--- src/rtl/rob_pkg.sv ---
// Shared widths and types for the rollback reorder buffer.
// Assumes all users agree on these widths; the depth is a module parameter.
package rob_pkg;
    parameter int ID_W   = 8;
    parameter int AREG_W = 5;
    parameter int TAG_W  = 7;

    typedef struct packed {
        logic [ID_W-1:0]   id;
        logic              has_dst;
        logic [AREG_W-1:0] areg;
        logic [TAG_W-1:0]  tag;
        logic [TAG_W-1:0]  told;
    } rob_entry_t;

    typedef enum logic {
        RB_IDLE = 1'b0,
        RB_WALK = 1'b1
    } rb_state_e;
endpackage

--- src/rtl/rob_ptrs.sv ---
// Head/tail pointer control for the reorder buffer.
// Pointers carry one wrap bit above the index so full and empty differ.
// Owns the rollback walk: the tail steps back one slot per cycle until
// it reaches the slot after the kept boundary.
// Assumes DEPTH is a power of two and flush_idx names a held slot.
module rob_ptrs
    import rob_pkg::*;
#(
    parameter int  DEPTH = 8,
    localparam int IDX_W = $clog2(DEPTH),
    localparam int PTR_W = IDX_W + 1
) (
    input  logic             clk,
    input  logic             rst_n,
    input  logic             disp_req,
    input  logic             head_done,
    input  logic             flush_req,
    input  logic [IDX_W-1:0] flush_idx,
    output logic [PTR_W-1:0] head_ptr,
    output logic [PTR_W-1:0] tail_ptr,
    output logic             disp_fire,
    output logic             ret_fire,
    output logic             undo_fire,
    output logic             rb_busy,
    output logic             disp_ready
);
    rb_state_e        state;
    logic [IDX_W-1:0] keep_idx;
    logic [IDX_W-1:0] stop_idx;
    logic             empty;
    logic             full;
    logic [PTR_W:0]   walk_cnt;

    // Occupancy decode from the wrap-extended pointers.
    always_comb begin
        empty = (head_ptr == tail_ptr);
        full  = (head_ptr[IDX_W-1:0] == tail_ptr[IDX_W-1:0]) &&
                (head_ptr[IDX_W] != tail_ptr[IDX_W]);
    end

    // Handshake decisions for this cycle.
    always_comb begin
        stop_idx   = keep_idx + IDX_W'(1);
        rb_busy    = (state == RB_WALK);
        disp_ready = !full && !rb_busy;
        disp_fire  = disp_req && disp_ready;
        ret_fire   = !empty && head_done && !rb_busy;
        undo_fire  = rb_busy && (tail_ptr[IDX_W-1:0] != stop_idx);
    end

    // Rollback state: enter on request, leave when the boundary is reached.
    always_ff @(posedge clk) begin
        if (!rst_n) begin
            state    <= RB_IDLE;
            keep_idx <= '0;
        end else if (state == RB_IDLE) begin
            if (flush_req) begin
                state    <= RB_WALK;
                keep_idx <= flush_idx;
            end
        end else if (!undo_fire) begin
            state <= RB_IDLE;
        end
    end

    // Tail moves forward on dispatch, backward on undo.
    always_ff @(posedge clk) begin
        if (!rst_n) begin
            tail_ptr <= '0;
        end else if (disp_fire) begin
            tail_ptr <= tail_ptr + PTR_W'(1);
        end else if (undo_fire) begin
            tail_ptr <= tail_ptr - PTR_W'(1);
        end
    end

    // Head moves forward on retirement.
    always_ff @(posedge clk) begin
        if (!rst_n) begin
            head_ptr <= '0;
        end else if (ret_fire) begin
            head_ptr <= head_ptr + PTR_W'(1);
        end
    end

    // Length of the current walk, for the termination check.
    always_ff @(posedge clk) begin
        if (!rst_n || !rb_busy) begin
            walk_cnt <= '0;
        end else begin
            walk_cnt <= walk_cnt + 1'b1;
        end
    end

    // Occupancy never exceeds the depth.
    assert_no_overflow_R3: assert property (@(posedge clk) disable iff (!rst_n)
        (PTR_W'(tail_ptr - head_ptr) <= PTR_W'(DEPTH)));

    // Each undo removes exactly one slot from the tail.
    assert_undo_step_R6: assert property (@(posedge clk) disable iff (!rst_n)
        undo_fire |=> (tail_ptr == $past(tail_ptr) - PTR_W'(1)));

    // An undo never happens on an empty buffer.
    assert_undo_nonempty_R6: assert property (@(posedge clk) disable iff (!rst_n)
        undo_fire |-> !empty);

    // A walk lasts at most DEPTH undo cycles plus the closing cycle.
    assert_walk_ends_R7: assert property (@(posedge clk) disable iff (!rst_n)
        walk_cnt <= (PTR_W+1)'(DEPTH));

    // The head is frozen during a walk.
    assert_head_frozen_R8: assert property (@(posedge clk) disable iff (!rst_n)
        (rb_busy && $past(rb_busy)) |-> $stable(head_ptr));
endmodule

--- src/rtl/rob_store.sv ---
// Entry storage for the reorder buffer: payload array plus one
// completion flag per slot. Reads the head slot and the youngest slot.
// Assumes a slot is never completed in the cycle it is allocated.
module rob_store
    import rob_pkg::*;
#(
    parameter int  DEPTH = 8,
    localparam int IDX_W = $clog2(DEPTH)
) (
    input  logic              clk,
    input  logic              rst_n,
    input  logic              wr_en,
    input  logic [IDX_W-1:0]  wr_idx,
    input  rob_entry_t        wr_entry,
    input  logic              cmpl_en,
    input  logic [IDX_W-1:0]  cmpl_idx,
    input  logic [IDX_W-1:0]  head_idx,
    input  logic [IDX_W-1:0]  last_idx,
    output logic [ID_W-1:0]   head_id,
    output logic              head_has_dst,
    output logic [TAG_W-1:0]  head_told,
    output logic              head_done,
    output rob_entry_t        last_entry
);
    rob_entry_t       slots [DEPTH];
    logic [DEPTH-1:0] done;

    // Payload write; payload needs no reset since done/pointers guard it.
    always_ff @(posedge clk) begin
        if (wr_en) begin
            slots[wr_idx] <= wr_entry;
        end
    end

    // Per-slot completion flag: cleared on allocation, set on completion.
    for (genvar g = 0; g < DEPTH; g++) begin : g_done
        always_ff @(posedge clk) begin
            if (!rst_n) begin
                done[g] <= 1'b0;
            end else if (wr_en && (wr_idx == IDX_W'(g))) begin
                done[g] <= 1'b0;
            end else if (cmpl_en && (cmpl_idx == IDX_W'(g))) begin
                done[g] <= 1'b1;
            end
        end
    end

    // Read ports for retirement and for the rollback walk.
    always_comb begin
        head_id      = slots[head_idx].id;
        head_has_dst = slots[head_idx].has_dst;
        head_told    = slots[head_idx].told;
        head_done    = done[head_idx];
        last_entry   = slots[last_idx];
    end

    // Completion must not target the slot being allocated.
    assert_cmpl_not_new_R4: assert property (@(posedge clk) disable iff (!rst_n)
        !(wr_en && cmpl_en && (wr_idx == cmpl_idx)));
endmodule

--- src/rtl/rollback_rob.sv ---
// Reorder buffer holding control state only, with in-order retirement
// that reports the previous tag, and a serial youngest-first rollback.
// Assumes completions and recovery boundaries name held slots.
module rollback_rob
    import rob_pkg::*;
#(
    parameter int  DEPTH = 8,
    localparam int IDX_W = $clog2(DEPTH),
    localparam int PTR_W = IDX_W + 1
) (
    input  logic              clk,
    input  logic              rst_n,
    input  logic              disp_valid,
    input  logic [ID_W-1:0]   disp_id,
    input  logic              disp_has_dst,
    input  logic [AREG_W-1:0] disp_areg,
    input  logic [TAG_W-1:0]  disp_tag,
    input  logic [TAG_W-1:0]  disp_told,
    output logic              disp_ready,
    output logic [IDX_W-1:0]  disp_idx,
    input  logic              cmpl_valid,
    input  logic [IDX_W-1:0]  cmpl_idx,
    input  logic              flush_valid,
    input  logic [IDX_W-1:0]  flush_idx,
    output logic              ret_valid,
    output logic [ID_W-1:0]   ret_id,
    output logic              ret_has_dst,
    output logic [TAG_W-1:0]  ret_told,
    output logic              undo_valid,
    output logic [ID_W-1:0]   undo_id,
    output logic              undo_has_dst,
    output logic [AREG_W-1:0] undo_areg,
    output logic [TAG_W-1:0]  undo_tag,
    output logic [TAG_W-1:0]  undo_told,
    output logic              rb_busy
);
    logic [PTR_W-1:0] head_ptr;
    logic [PTR_W-1:0] tail_ptr;
    logic             disp_fire;
    logic             head_done;
    logic [IDX_W-1:0] last_idx;
    rob_entry_t       new_entry;
    rob_entry_t       last_entry;

    // Pack the dispatched instruction and locate the youngest slot.
    always_comb begin
        new_entry = '{id: disp_id, has_dst: disp_has_dst, areg: disp_areg,
                      tag: disp_tag, told: disp_told};
        last_idx  = tail_ptr[IDX_W-1:0] - IDX_W'(1);
        disp_idx  = tail_ptr[IDX_W-1:0];
    end

    rob_ptrs #(.DEPTH(DEPTH)) u_ptrs (
        .clk        (clk),
        .rst_n      (rst_n),
        .disp_req   (disp_valid),
        .head_done  (head_done),
        .flush_req  (flush_valid),
        .flush_idx  (flush_idx),
        .head_ptr   (head_ptr),
        .tail_ptr   (tail_ptr),
        .disp_fire  (disp_fire),
        .ret_fire   (ret_valid),
        .undo_fire  (undo_valid),
        .rb_busy    (rb_busy),
        .disp_ready (disp_ready)
    );

    rob_store #(.DEPTH(DEPTH)) u_store (
        .clk          (clk),
        .rst_n        (rst_n),
        .wr_en        (disp_fire),
        .wr_idx       (tail_ptr[IDX_W-1:0]),
        .wr_entry     (new_entry),
        .cmpl_en      (cmpl_valid),
        .cmpl_idx     (cmpl_idx),
        .head_idx     (head_ptr[IDX_W-1:0]),
        .last_idx     (last_idx),
        .head_id      (ret_id),
        .head_has_dst (ret_has_dst),
        .head_told    (ret_told),
        .head_done    (head_done),
        .last_entry   (last_entry)
    );

    // Undo command fields come from the youngest held slot.
    always_comb begin
        undo_id      = last_entry.id;
        undo_has_dst = last_entry.has_dst;
        undo_areg    = last_entry.areg;
        undo_tag     = last_entry.tag;
        undo_told    = last_entry.told;
    end

    // Retiring and undoing never share a cycle.
    assert_ret_undo_exclusive_R8: assert property (@(posedge clk) disable iff (!rst_n)
        !(ret_valid && undo_valid));

    // No dispatch is accepted during a walk.
    assert_no_dispatch_in_walk_R8: assert property (@(posedge clk) disable iff (!rst_n)
        rb_busy |-> !disp_ready);

    // Undo only occurs inside a walk.
    assert_undo_in_walk_R6: assert property (@(posedge clk) disable iff (!rst_n)
        undo_valid |-> rb_busy);

    // Only a finished head retires.
    assert_retire_done_R4: assert property (@(posedge clk) disable iff (!rst_n)
        ret_valid |-> head_done);
endmodule

--- config.mk ---
export PLATFORM = sky130hd
export DESIGN_NAME = rollback_rob
export DESIGN_NICKNAME = d
export VERILOG_FILES = /design/src/rtl/rob_pkg.sv /design/src/rtl/rob_ptrs.sv /design/src/rtl/rob_store.sv /design/src/rtl/rollback_rob.sv
export SDC_FILE = /design/constraint.sdc
export NUM_CORES = 1
export LEC_CHECK = 0
export BUFFER_PORTS_ARGS = -buffer_cell sky130_fd_sc_hd__clkbuf_2
export CORE_ASPECT_RATIO = 2
export CORE_MARGIN = 2
export CORE_UTILIZATION = 24
export DETAILED_ROUTE_END_ITERATION = 7
export RECOVER_POWER = 100
export SLEW_MARGIN = 5
export SYNTH_ARGS = -nofsm -noshare
export SYNTH_HDL_FRONTEND = slang
export SYNTH_SLANG_ARGS = --single-unit
--- constraint.sdc ---
create_clock -name clk -period 4.7 [get_ports clk]
set_input_delay 0.47 -clock clk [delete_from_list [all_inputs] [get_ports clk]]
set_output_delay 0.47 -clock clk [all_outputs]
set_load 0.02 [all_outputs]
* Word-level counts from Yosys, hierarchy flattened *
Memories as Yosys holds them, arrays and structs flattened. A register that Yosys moved wholly into a read port is not among the register bits.
Cells that the tools add are included.

cells by class
  multiply operators = 0
  div/mod/pow operators = 0
  reduce and logical (&&, ||, !) cells = 37
  bitwise operators = 2
  eq/ne operators = 18
  mux-type cells = 11
  $lt $le $gt $ge = 1
  add/sub/neg operators = 5
  shift operators = 0

operators with widths
  operator             count
  $eq 3x3->1 const B   8
  $logic_and 1x1->1    22
  $reduce_or 2->1      8
  $eq 3x2->1 const B   4
  $add 4x1->4 const B  2
  $mux 4               2
  $eq 3x1->1 const B   2
  $logic_not 3->1      2
  $mux 1               6
  $mux 3               2
  $eq 4x4->1           1
  $lt 3x4->1 const B   1
  $sub 4x1->4 const B  1
  $add 3x1->3 const B  1
  $bmux 1 s3           1
  $eq 3x3->1           1
  $logic_not 1->1      3
  $ne 3x3->1           1
  $sub 3x1->3 const B  1
  $not 1->1            2
  $reduce_and 2->1     1
  $reduce_bool 2->1    1
  $ne 1x1->1           1

storage, ports and cells
  logic and storage cells = 87
  memories kept = 1
  latch bits = 0
  input port bits = 39
  bits in read-only memories = 0
  memory bits (writable) = 224
  output and inout bits = 51
  bits in registers = 20

memories
  name           depth  bits a word  rd ports  clocked after memory_dff  write ports  line             text
  u_store.slots  8      28           2         1                         1            rob_store.sv:25  rob_entry_t slots [DEPTH];

* Logic depth before layout (Yosys ltp) *
  word-level depth = 7
  mapped depth = 9

* By module *
A second synthesis with hierarchy kept.

second synthesis, totals
  cells, all modules = 504
  area total of the unflattened synthesis = 10659.0 um^2

modules (own cells, without submodules)
  module        sequential area each (um^2)  area each (um^2)  cells each  instances
  rob_store     6886.6                       9845.7            424         1
  rob_ptrs      240.2                        780.7             75          1
  rollback_rob  0.0                          32.5              5           1

* Worst setup path after synthesis *
No wires, ideal clock.

  path type = reg-to-reg
  start = reg u_ptrs.tail_ptr[1]
  end = mem u_store.slots[1][0] (netlist name), enable pin
  path buffers = 1
  setup time = 0.448 ns
  cell stages (with the launch flop) = 6
  clock period less this slack = 3.710 ns
  data required time = 4.252 ns
  path slack = 0.990 ns
  arrival time = 3.262 ns
  cell sequence = dfxtp_1 buf_2 xnor2_1 a41oi_2 nand3_1 nor3_1

between the ends
  longest elaborated chain between the ends = 7

ends and longest elaborated chain
  element                       line                text
  start: declaration            rob_ptrs.sv:20      output logic [PTR_W-1:0] tail_ptr,
  start signal: assignment      rob_ptrs.sv:71      tail_ptr <= tail_ptr + PTR_W'(1);
  start signal: assignment      rob_ptrs.sv:73      tail_ptr <= tail_ptr - PTR_W'(1);
  $eq 3x3->1                    rob_ptrs.sv:37      full = (head_ptr[IDX_W-1:0] == tail_ptr[IDX_W-1:0]) &&
  $logic_and 1x1->1             rob_ptrs.sv:37
  $logic_not 1->1               rob_ptrs.sv:45      disp_ready = !full && !rb_busy;
  $logic_and 1x1->1             rob_ptrs.sv:45
  net disp_ready                rollback_rob.sv:19  output logic disp_ready,
  $logic_and 1x1->1             rob_ptrs.sv:46      disp_fire = disp_req && disp_ready;
  $mux 1                        rob_store.sv:30     if (wr_en) begin
  $mux 1 (not written as such)  rob_store.sv:31     slots[wr_idx] <= wr_entry;
  end: declaration              rob_store.sv:25

The timed path passes the listed nets, and every way through them passes these cells.

==> impl_metrics.tcl <==
set metrics [dict create \
    status "finished with violations" \
    violations "max-capacitance violations, max-slew violations" \
    period_minus_slack_ns 3.98 \
    clock-sinks 247 \
    fin_tns_setup_ns 0 \
    cp.required_ns 4.23 \
    dp_hpwl_um 15200 \
    met1_usage 0.145 \
    synth_cell_types 44 \
    nFillCells 4433 \
    holdWs_ns 0.210 \
    cts_max_path_buffers 3 \
    cap_viol_max_count 3 \
    busiest_layer "met2" \
    clkSlewWorstSetupHoldPaths_ns 0.06 \
    use_met3 0.0218 \
    slowest_delay_ns 1.46 \
    dp_cells 1161 \
    pwr_density_cell_nw_per_um2 580 \
    fin_worst_skew_ns 0.0189 \
    worstPathCellList "clkbuf_1 -> mux4_2 -> mux2_2 -> clkbuf_1" \
    drcViolationCount 0 \
    hp-class "input port to flop" \
    fp.coreArea_sq_um 44700 \
    fin_total_pwr_mw 7.22 \
    ant_nets 0 \
    leakagePower_nw 3.78 \
    dpl-instance-area_sq_um 11900 \
    dpl_worst_slack_ns 1.27 \
    synth_ff_type "edfxtp_1" \
    netlist_instances 534 \
    grt_start_max_net_pins 44 \
    hold_viol 0 \
    synthAdderAreaFrac 0.0123 \
    synth-compound-area-share 0.0184 \
    slew_headroom -0.137 \
    cts_resized 0 \
    wirelength_um 24600 \
    rsz0062_at_grt "no" \
    n_antenna_cell 0 \
    fp.dieH_um 304 \
    syn_area_sq_um 10800 \
    cts_root_buffer "clkbuf_16" \
    synth_area_per_cell_sq_um 20.3 \
    synth_mux_area_frac 0.239 \
    fmax_mhz 251 \
    syn2layout_area_growth_pct 15.0 \
    instances_no_fill 1206 \
    crit_slowest_cell "dfxtp_1" \
    crit_type "flop to output port" \
    route.vias.total 5542 \
    grtUsageTotal 0.104 \
    ys_seq_area_frac 0.664 \
    start_util 0.242 \
    design_area_sq_um 12400 \
    synth_edf_count 224 \
    ys_seq_elements 247 \
    synth_top_family_by_area "multiplexers" \
    grt_pass1_wl_um 37400 \
    crit_top_cell "clkbuf_1" \
    crit_fanout 25 \
    peakVddDrop_uv 363 \
    yosysWarningCount 0 \
    arrival_ns 3.51 \
    async_reset_ff_frac 0 \
    worstSkewPairLatency_ns 0.54 \
    ctsHtreeMaxLevel 1 \
    drt_first_iter_violations 326 \
    fin_crit_sh 0.847 \
    port_buffers 89 \
    post_drt_wl_per_cell_um 20.4 \
    setup_viol 0 \
    viasPerCell 4.60 \
    fp-row-count 110 \
    die_x_um 154 \
    dieArea_sq_um 46900 \
    synth-xor-area-share 0.0144 \
    cts_tree "built" \
    crit_path_end_kind "output port" \
    antenna_found_initial 2 \
    layout.nets 678 \
    use_met2 0.169 \
    setup_ws_ns 0.717 \
    fin_util 0.278 \
    synthSimpleGateAreaFrac 0.0303 \
    drive_gt1_frac 0.307 \
    drtPass1Iterations 4 \
    start_kind "flop" \
    grt_pass1_vias 5969 \
    slew_violations 58 \
    place.gp.congestion 0.708 \
    max_slew.worst_pin.slew_ns 1.70 \
    cts_inserted_buffers 26 \
    overflow 0 \
    post_cts_buffers 0 \
    cts_hold_buf 0 \
    top_level_ports 90 \
    syn_nets 583 \
]
-- cell usage after synthesis, types with 9 or more instances --
master | number | share of area
dfxtp_1 | 23 | 0.043
edfxtp_1 | 224 | 0.62
buf_4 | 13 | 0.0090
mux4_2 | 88 | 0.18
o21ai_0 | 10 | 0.0046
mux2i_1 | 11 | 0.010
ha_1 | 9 | 0.010
nor2_1 | 13 | 0.0045
a21oi_1 | 9 | 0.0042
mux2_2 | 42 | 0.044
nand2_1 | 10 | 0.0035
buf_2 | 10 | 0.0046
-- critical path: cells and delay by family (launching register included) --
family                 cells  cell delay, ns
DFF                        1            1.46
muxes                      2            0.85
buffers and inverters      2            0.66
-- sequential cells by signal, indices dropped and copies added (netlist names), named ones only --
signal and cells:
u_ptrs.head_ptr 4, u_ptrs.keep_idx 3, u_ptrs.rb_busy 1, u_ptrs.tail_ptr 4, u_store.done 8, u_store.slots 224
-- metal layers --
layer / wire length (um) / vias to the layer above
met4: 338 / 4
met5: 31 / -
li1: - / 2395
met2: 11800 / 182
met1: 10900 / 2936
met3: 1600 / 25
-- layout by cell type, fill, tap and decap left out, types with 8 or more instances in the layout --
master / instances
a21oi_1: 9
clkbuf_1: 83
clkbuf_16: 26
clkbuf_2: 19
dfxtp_1: 21
edfxtp_1: 224
ha_1: 8
mux2_2: 41
mux2i_1: 11
mux4_2: 88
nand2_1: 10
nand2b_1: 8
nor2_1: 11
o21ai_0: 10
-- final cells by class --
type | count | area [sq um] | share of cell area
well taps | 560 | 701 | 0.0563
repair buffers | 102 | 438 | 0.0352
clock inverters | 14 | 78.8 | 0.00633
clock buffers | 31 | 669 | 0.0538
multi-input cells | 249 | 3360 | 0.270
flip-flops and latches | 247 | 7190 | 0.578
inverters | 3 | 11.3 | 0.000905
-- report_power, final --
group | switching [mW] | internal, mW
logic | 1.54 | 1.10
registers | 0.152 | 2.60
clock network | 0.817 | 1.01
-- worst paths after layout --
check	from	end	slack (ns)	cells past startpoint
worst max-delay path	flop	ret_told[6]	0.72	4
worst min register to register	u_ptrs.keep_idx[2]$_SDFFE_PN0P_	u_ptrs.keep_idx[2]$_SDFFE_PN0P_	0.54	2
worst max register to register	u_ptrs.tail_ptr[0]$_SDFFE_PN0P_	u_store.slots[5][20]$_DFFE_PP_	0.78	4
worst min-delay path	flush_idx[2]	u_ptrs.keep_idx[2]$_SDFFE_PN0P_	0.21	3
-- cells by family after synthesis --
group                      after synthesis
xor gates and xnor gates                11
and+or+nand+nor                         58
muxes                                  143
AOI/OAI and AO/OA                       27
DFF                                    247
adders and majority gates               10
buffers and inverters                   38
No activity file was read; power rests on OpenSTA's default activity.
